`src/rtl/cotPkg.sv`:
```
package cotPkg;
  typedef enum logic [2:0] {
    ST_OFF  = 3'd0,
    ST_DTH  = 3'd1,
    ST_HSON = 3'd2,
    ST_DTL  = 3'd3,
    ST_LSON = 3'd4
  } cotState_e;

  typedef struct packed {
    logic clrAll;
    logic start;
    logic loadDead;
    logic loadOn;
    logic loadMinOff;
  } cotStrobe_t;
endpackage

```
`src/rtl/cotCounters.sv`:
```
module cotCounters
  import cotPkg::*;
#(
  parameter int CNT_W   = 8,
  parameter int MIN_OFF = 80,
  parameter int DEAD    = 6,
  parameter int US_WIN  = 5400
) (
  input  logic             clk,
  input  logic             rstN,
  input  cotStrobe_t       strb,
  input  logic [CNT_W-1:0] onCount,
  output logic             phaseDone,
  output logic             minOffDone,
  output logic             usExpired
);
  localparam int DEAD_W = $clog2(DEAD + 1);
  localparam int PH_W   = (CNT_W > DEAD_W) ? CNT_W : DEAD_W;
  localparam int MO_W   = $clog2(MIN_OFF + 1);
  localparam int US_W   = $clog2(US_WIN + 1);

  logic [CNT_W-1:0] onLat;
  logic [PH_W-1:0]  phaseCnt;
  logic [MO_W-1:0]  minOffCnt;
  logic [US_W-1:0]  usCnt;

  // pulse width captured when the start is decided
  always_ff @(posedge clk or negedge rstN) begin
    if (!rstN)              onLat <= CNT_W'(1);
    else if (strb.start)    onLat <= (onCount == '0) ? CNT_W'(1) : onCount;
  end

  // shared phase timer: dead time and on-time
  always_ff @(posedge clk or negedge rstN) begin
    if (!rstN)                 phaseCnt <= '0;
    else if (strb.clrAll)      phaseCnt <= '0;
    else if (strb.loadDead)    phaseCnt <= PH_W'(DEAD - 1);
    else if (strb.loadOn)      phaseCnt <= PH_W'(onLat) - PH_W'(1);
    else if (phaseCnt != '0)   phaseCnt <= phaseCnt - PH_W'(1);
  end

  // minimum off-time one-shot
  always_ff @(posedge clk or negedge rstN) begin
    if (!rstN)                 minOffCnt <= '0;
    else if (strb.clrAll)      minOffCnt <= '0;
    else if (strb.loadMinOff)  minOffCnt <= MO_W'(MIN_OFF);
    else if (minOffCnt != '0)  minOffCnt <= minOffCnt - MO_W'(1);
  end

  // time since last pulse start, saturating at the window
  always_ff @(posedge clk or negedge rstN) begin
    if (!rstN)                        usCnt <= '0;
    else if (strb.clrAll || strb.start) usCnt <= '0;
    else if (usCnt != US_W'(US_WIN))  usCnt <= usCnt + US_W'(1);
  end

  assign phaseDone  = (phaseCnt == '0);
  assign minOffDone = (minOffCnt == '0);
  assign usExpired  = (usCnt == US_W'(US_WIN));

  assert_start_after_minoff_R2: assert property (@(posedge clk) disable iff (!rstN)
    strb.start |-> minOffDone);

  assert_window_bound_R6: assert property (@(posedge clk) disable iff (!rstN)
    usCnt <= US_W'(US_WIN));

  assert_minoff_reload_R2: assert property (@(posedge clk) disable iff (!rstN)
    strb.loadMinOff |=> (minOffCnt == MO_W'(MIN_OFF)));
endmodule

```
`src/rtl/cotSequencer.sv`:
```
module cotSequencer
  import cotPkg::*;
(
  input  logic       clk,
  input  logic       rstN,
  input  logic       run,
  input  logic       errHigh,
  input  logic       curLimit,
  input  logic       zeroCross,
  input  logic [1:0] mode,
  input  logic       phaseDone,
  input  logic       minOffDone,
  input  logic       usExpired,
  output cotStrobe_t strb,
  output logic       hsGate,
  output logic       lsGate
);
  cotState_e state, stateNext;
  logic startOk;
  logic skipOn;

  assign skipOn  = (mode != 2'b00);
  assign startOk = (errHigh || (mode[1] && usExpired)) && !curLimit && minOffDone;

  always_comb begin
    stateNext = state;
    strb      = '0;
    if (!run) begin
      stateNext   = ST_OFF;
      strb.clrAll = 1'b1;
    end else begin
      unique case (state)
        ST_OFF: if (startOk) begin
          strb.start = 1'b1; strb.loadDead = 1'b1; stateNext = ST_DTH;
        end
        ST_DTH: if (phaseDone) begin
          strb.loadOn = 1'b1; stateNext = ST_HSON;
        end
        ST_HSON: if (phaseDone) begin
          strb.loadDead = 1'b1; strb.loadMinOff = 1'b1; stateNext = ST_DTL;
        end
        ST_DTL: if (phaseDone) stateNext = ST_LSON;
        ST_LSON: begin
          if (startOk) begin
            strb.start = 1'b1; strb.loadDead = 1'b1; stateNext = ST_DTH;
          end else if (skipOn && zeroCross) begin
            stateNext = ST_OFF;
          end
        end
        default: stateNext = ST_OFF;
      endcase
    end
  end

  always_ff @(posedge clk or negedge rstN) begin
    if (!rstN) state <= ST_OFF;
    else       state <= stateNext;
  end

  assign hsGate = run && (state == ST_HSON);
  assign lsGate = run && (state == ST_LSON);

  assert_dead_before_hs_R4: assert property (@(posedge clk) disable iff (!rstN)
    $rose(hsGate) |-> !$past(lsGate));

  assert_dead_before_ls_R4: assert property (@(posedge clk) disable iff (!rstN)
    $rose(lsGate) |-> !$past(hsGate));

  assert_skip_cut_R5: assert property (@(posedge clk) disable iff (!rstN)
    (lsGate && skipOn && zeroCross && !startOk) |=> !lsGate);

  assert_fccm_hold_R5: assert property (@(posedge clk) disable iff (!rstN)
    (lsGate && mode == 2'b00 && !startOk) |=> (lsGate || !run));

  assert_run_clear_R7: assert property (@(posedge clk) disable iff (!rstN)
    !run |=> (state == ST_OFF));

  assert_blocked_by_limit_R1: assert property (@(posedge clk) disable iff (!rstN)
    (curLimit && state != ST_DTH) |=> (state != ST_DTH));
endmodule

```
`src/rtl/cotTimer.sv`:
```
module cotTimer
  import cotPkg::*;
#(
  parameter int CNT_W   = 8,
  parameter int MIN_OFF = 80,
  parameter int DEAD    = 6,
  parameter int US_WIN  = 5400
) (
  input  logic             clk,
  input  logic             rstN,
  input  logic             run,
  input  logic             errHigh,
  input  logic             curLimit,
  input  logic             zeroCross,
  input  logic [1:0]       mode,
  input  logic [CNT_W-1:0] onCount,
  output logic             hsGate,
  output logic             lsGate
);
  cotStrobe_t strb;
  logic phaseDone, minOffDone, usExpired;

  cotSequencer i_seq (
    .clk(clk), .rstN(rstN), .run(run), .errHigh(errHigh), .curLimit(curLimit),
    .zeroCross(zeroCross), .mode(mode), .phaseDone(phaseDone),
    .minOffDone(minOffDone), .usExpired(usExpired), .strb(strb),
    .hsGate(hsGate), .lsGate(lsGate)
  );

  cotCounters #(.CNT_W(CNT_W), .MIN_OFF(MIN_OFF), .DEAD(DEAD), .US_WIN(US_WIN)) i_cnt (
    .clk(clk), .rstN(rstN), .strb(strb), .onCount(onCount),
    .phaseDone(phaseDone), .minOffDone(minOffDone), .usExpired(usExpired)
  );

  assert_gates_exclusive_R8: assert property (@(posedge clk) disable iff (!rstN)
    $rose(hsGate) |-> !lsGate);
endmodule

```
`config.mk`:
```
export PLATFORM = sky130hd
export DESIGN_NAME = cotTimer
export DESIGN_NICKNAME = d
export VERILOG_FILES = /design/src/rtl/cotPkg.sv /design/src/rtl/cotCounters.sv /design/src/rtl/cotSequencer.sv /design/src/rtl/cotTimer.sv
export SDC_FILE = /design/constraint.sdc
export NUM_CORES = 1
export LEC_CHECK = 0
export ABC_AREA = 1
export BUFFER_PORTS_ARGS = -buffer_cell sky130_fd_sc_hd__buf_2
export CAP_MARGIN = 20
export CORE_ASPECT_RATIO = 1.75
export CORE_UTILIZATION = 45
export DETAILED_ROUTE_END_ITERATION = 16
export PLACE_DENSITY = 0.61
export SYNTH_ARGS = -nofsm -noshare
export SYNTH_HDL_FRONTEND = slang
export SYNTH_HIERARCHICAL = 1
export SYNTH_SLANG_ARGS = --single-unit
```
`constraint.sdc`:
```
create_clock -name clk -period 2.11 [get_ports clk]
set_input_delay 0.211 -clock clk [delete_from_list [all_inputs] [get_ports clk]]
set_output_delay 0.211 -clock clk [all_outputs]
set_load 0.01 [all_outputs]
```
Word-level counts from Yosys, hierarchy flattened

Cells that the tools add are included.

$add $sub $neg: 4
Equal/unequal tests: 13
Muxes and demuxes: 26
Reductions and logical operators: 19

Operator list:

| cell                                                                | count |
|---|---|
| 8-bit two-way mux                                                   | 5 |
| 13-bit two-way mux                                                  | 2 |
| 3-bit two-way mux                                                   | 7 |
| 7-bit two-way mux                                                   | 3 |
| 8-bit logical NOT                                                   | 2 |
| 8-bit by 1-bit subtractor with 8-bit output (second input constant) | 2 |
| 3-bit case mux with 5 select lines                                  | 1 |
| 13-bit by 1-bit adder with 13-bit output (second input constant)    | 1 |
| 13-bit == test (second input constant)                              | 1 |
| 13-bit != test (second input constant)                              | 1 |
| 3-bit by 2-bit != test with 1-bit output (second input constant)    | 4 |
| 8-bit nonzero test                                                  | 1 |
| 7-bit logical NOT                                                   | 1 |
| 7-bit nonzero test                                                  | 1 |
| 7-bit by 1-bit subtractor with 7-bit output (second input constant) | 1 |
| 3-bit by 2-bit == test with 1-bit output (second input constant)    | 2 |
| 1-bit logical AND                                                   | 6 |
| 1-bit two-way mux                                                   | 5 |
| 5-bit AND reduction                                                 | 1 |
| 4-bit two-way mux                                                   | 1 |
| 4-bit by 1-bit != test with 1-bit output (second input constant)    | 1 |
| 4-bit by 2-bit != test with 1-bit output (second input constant)    | 1 |
| 2-bit nonzero test                                                  | 2 |
| 3-bit by 1-bit == test with 1-bit output (second input constant)    | 1 |
| 8 further kinds                                                     | 9 |

Register bits after elaboration: 39
Bits of input ports: 16
Output and inout port bits: 2
Logic and storage cells: 67

Longest topological paths before layout

Depth in word-level cells: 11
Depth in mapped cells: 17
Gate-level depth less buffers: 17

Cells and area by module

The synthesis kept the hierarchy.

By module, submodules not included:

| module       | instances | cells an instance | area an instance (µm²) | seq. area each (µm²) |
|---|---|---|---|---|
| cotCounters  | 1         | 294               | 2,084.5                | 902.1 |
| cotSequencer | 1         | 51                | 312.8                  | 75.1 |

Worst setup path after synthesis

OpenSTA, ideal clock, no wires.

Kind: reg-to-reg
From: register i_cnt.phaseCnt[2]
To: register i_cnt.phaseCnt[4]
Data arrival time: 2.157 ns
Setup slack: -0.166 ns
Stages on the path, launching flop included: 14
Path buffers: 1
Clock period less this slack: 2.276 ns
Path through: dfrtp_1 > nor2_1 > nand2_1 > nor2_1 > inv_1 > nor3_1 > buf_6 > nand2_1 > nand2_1 > ha_1 > nand2_1 > nor2_1 > xor2_1 > nor2_1

RTL lines:

| element                | line              | source |
|---|---|---|
| from (decl)            | cotCounters.sv:23 | `logic [PH_W-1:0] phaseCnt;` |
| from (signal assigned) | cotCounters.sv:37 | `else if (strb.loadDead) phaseCnt <= PH_W'(DEAD - 1);` |
| from (signal assigned) | cotCounters.sv:38 | `else if (strb.loadOn) phaseCnt <= PH_W'(onLat) - PH_W'(1);` |
| from (signal assigned) | cotCounters.sv:39 | `else if (phaseCnt != '0) phaseCnt <= phaseCnt - PH_W'(1);` |

==> impl_results.md <==
- Avg Vias per Cell: ~5.1
- FF-to-FF Start: i_cnt/usCnt[0]
- Fmax: 0.515 GHz
- Die span in x: between 50 and 60 microns
- RePlAce Congestion: 0.856
- Synth top area cells: dfrtp_1 40%, nand2_1 15%, inv_1 8.3%
- Endpoints failing setup: 0
- IO Pins: 18
- Hold Fails Final Rpt: 0
- Layout cells sized above 1: between 20% and 30%
- Drt initial violations: a little over 50
- EDFF count, synth: 0
- Post-Synthesis Cells: roughly 350
- Post-synth top cells: 95 x nand2_1, 53 x inv_1, 45 x nor2_1, 38 x dfrtp_1, 27 x nand3_1
- Reg2Reg Setup Slack: approximately 0.17 ns
- Crit-path max FO: 4
- Hold depth: 3
- # diodes: 0
- Final WS setup: ~0.17 ns
- Area growth syn-to-layout: 20.0%
- Commonest register cell after synthesis: dfrtp_1
- Remaining antenna violation count: 0
- Worst path required time: roughly 2.3 ns
- Arrival @ worst endpoint: 2.10 ns
- Post-Syn Area: roughly 0.0024 sq mm
- VDD IR max: between 0.0006 and 0.0007 V
- Total routed wirelength: 5750 microns
- First-pass GRT wire length: 9570 microns
- Most numerous cell in the Yosys netlist: nand2_1
- Worst Setup Start Kind: flip-flop
- Hold Crit Class: input pin to flip-flop
- Largest area contributor in the netlist: dfrtp_1
- Gr usage total: roughly 22%
- Worst hold slack: 0.149 ns
- Syn_nets: roughly 370
- Clk root buf: clkbuf_8
- Die height: roughly 99 microns
- Final #Nets: between 400 and 500
- CTS clk-pin slew, worst paths: about 0.07 ns
- HP Start: onCount[7]
- Yosys cell types: 25
- Worst-Skew Late Latency: approximately 0.28 ns
- Reg2reg end: i_cnt/phaseCnt[3]
- Skew final: 0.00532 ns
- Total number of vias: roughly 2,300
- Vias in the first global route: between 2,000 and 2,500
- Crit Path Class: flip-flop to flip-flop
- Maximum Capacitance Violations: 0
- Number of core rows: 34
- Failing checks: DRC
- Worst slack at placement: -0.0356 ns
- Pleak: between 0.0015 and 0.002 uW
- Pwr dens: ~1100 mW/mm^2
- WL per Instance: ~13 microns
- Min-Delay Endpoint: i_cnt/onLat[7]
- Post-synth ARST share: 100%
- Seq/Total Area, Yosys: slightly above 40%
- Worst rel slew slack: 70.0%
- Worst reg2reg path depth: 15
- # H-tree levels: 2
- Syn avg cell area: between 6 and 7 sq um
- Ys Warns: 6
- Worst Setup End Kind: flip-flop
- Initial antenna violation count: 0
- Final worst-path cycle share: a little over 90%
- DR pass1 iterations: 12
- Count of final max-slew check failures: 0
- IO Port Bufs: 17
- Core Region: 0.00506 sq mm
- Synth top area share: between 30 and 40%
- Die area: 0.00563 sq mm
- CTS tree: yes
- Post-DP HPWL: between 4000 and 5000 microns
- Clock Path Buffers: 2
- Largest net degree at the start of global routing: 22
- Yosys reg bits: 39
- Post-route DRC: 1
- Cts bufs inserted: 5
- GRT Residual Overflow: 0
- Slew @ Worst Pin: 0.450 ns
- Outcome: complete, but fails checks
- Starting Density: between 40% and 50%
- # clock sinks: 39
- Final Critical Period: 1.94 ns
==> final cells by class <==
cell class / count / area (sq um)
inverter: 60 / 225
multi-input combinational: 242 / 1250
tap: 54 / 67.6
fill: 516 / 2190
clock buffer: 8 / 80.1
sequential: 39 / 977
timing repair buffer: 41 / 272
==> through the flow <==
step                      cells  total power (uW)  utilization [%]  setup TNS, ns  area, sq um
final                       444              3230             56.8              0         2880
after CTS                   440              3090             54.6              0         2770
after detailed placement    431              2590             52.8        -0.0667         2670
after floorplan             345              2110                -              0         2410
after global placement      431              2560             52.8              0         2670
after global routing        444              3540             56.8        -0.0330         2880
==> layer usage <==
metal / share of wire, % / track usage [%]
met1: 36 / 21.3
met2: 58 / 42.7
met3: 1.9 / 3.54
met4: 4.0 / 12.2
met5: 0 / 0
==> flip-flops by register name (all words and copies together) (netlist names) <==
name / count
i_cnt/minOffCnt: 7
i_cnt/onLat: 8
i_cnt/phaseCnt: 8
i_cnt/usCnt: 13
i_seq/state: 3
==> how the worst max path moves through the flow <==
stage | startpoint | end | slack, ns | cells after the start
finish | i_cnt/usCnt[0] | i_cnt/phaseCnt[3] | 0.17 | 15
global route | i_cnt/usCnt[0] | i_cnt/phaseCnt[7] | -0.01 | 17
CTS | i_cnt/phaseCnt[4] | i_cnt/phaseCnt[4] | 0.03 | 12
detailed placement | i_cnt/phaseCnt[4] | i_cnt/phaseCnt[4] | -0.04 | 12
global placement | i_cnt/usCnt[0] | i_cnt/phaseCnt[7] | 0.03 | 17
floorplan | i_cnt/phaseCnt[2] | i_cnt/phaseCnt[4] | 0.03 | 13
==> power breakdown <==
| group | switching, uW | total [uW] | internal, uW |
|---|---|---|---|
| clock network | 245 | 480 | 235 |
| logic | 998 | 1640 | 646 |
| registers | 129 | 1110 | 978 |
| total | 1370 | 3230 | 1860 |
==> timing repair <==
item,CTS,global route
endpoints found under the hold margin,18,0
buffers inserted,0,4
hold buffers,1,0
setup endpoints to repair,5,13
pin swaps,0,8
resized for setup,1,27
==> cells by family (layout without fill, tap and decap cells) <==
family | after synthesis | count (layout) | share of synthesized area (%)
adder cells (fa/ha/maj) | 5 | 5 | 2.61
AND/OR/NAND/NOR | 199 | 199 | 36.6
flip-flops | 39 | 39 | 40.8
XOR/XNOR | 8 | 8 | 2.92
buffers and inverters | 64 | 109 | 10.7
AO/OA/AOI/OAI | 30 | 30 | 6.42
==> cell usage in the layout, fill, tap and decap left out, drive strengths merged <==
master / netlist / final
dfstp: 1 / 1
dfrtp: 38 / 38
nand3: 28 / 28
o21ai: 17 / 17
ha: 5 / 5
nand2: 100 / 100
a31oi: 1 / 1
buf: 3 / 40
nand4: 4 / 4
xor2: 8 / 8
inv: 60 / 60
dlygate4sd3: 0 / 1
nor2: 51 / 51
a22oi: 1 / 1
a21oi: 11 / 11
clkbuf: 1 / 8
nor3: 15 / 15
nor4: 1 / 1
==> worst max-delay path, stage by stage, from the launching register on <==
cell and delay [ns]:
dfrtp_1 0.41, inv_2 0.09, ha_4 0.14, nand2_1 0.05, nor3_2 0.20, nand3_1 0.11, inv_1 0.07, nand2_1 0.04
nand2_1 0.08, nand2_2 0.07, nor2_4 0.16, nor2_2 0.06, inv_1 0.06, inv_2 0.06, nand3_1 0.14, a21oi_1 0.08
(Power assumes the default switching activity.)
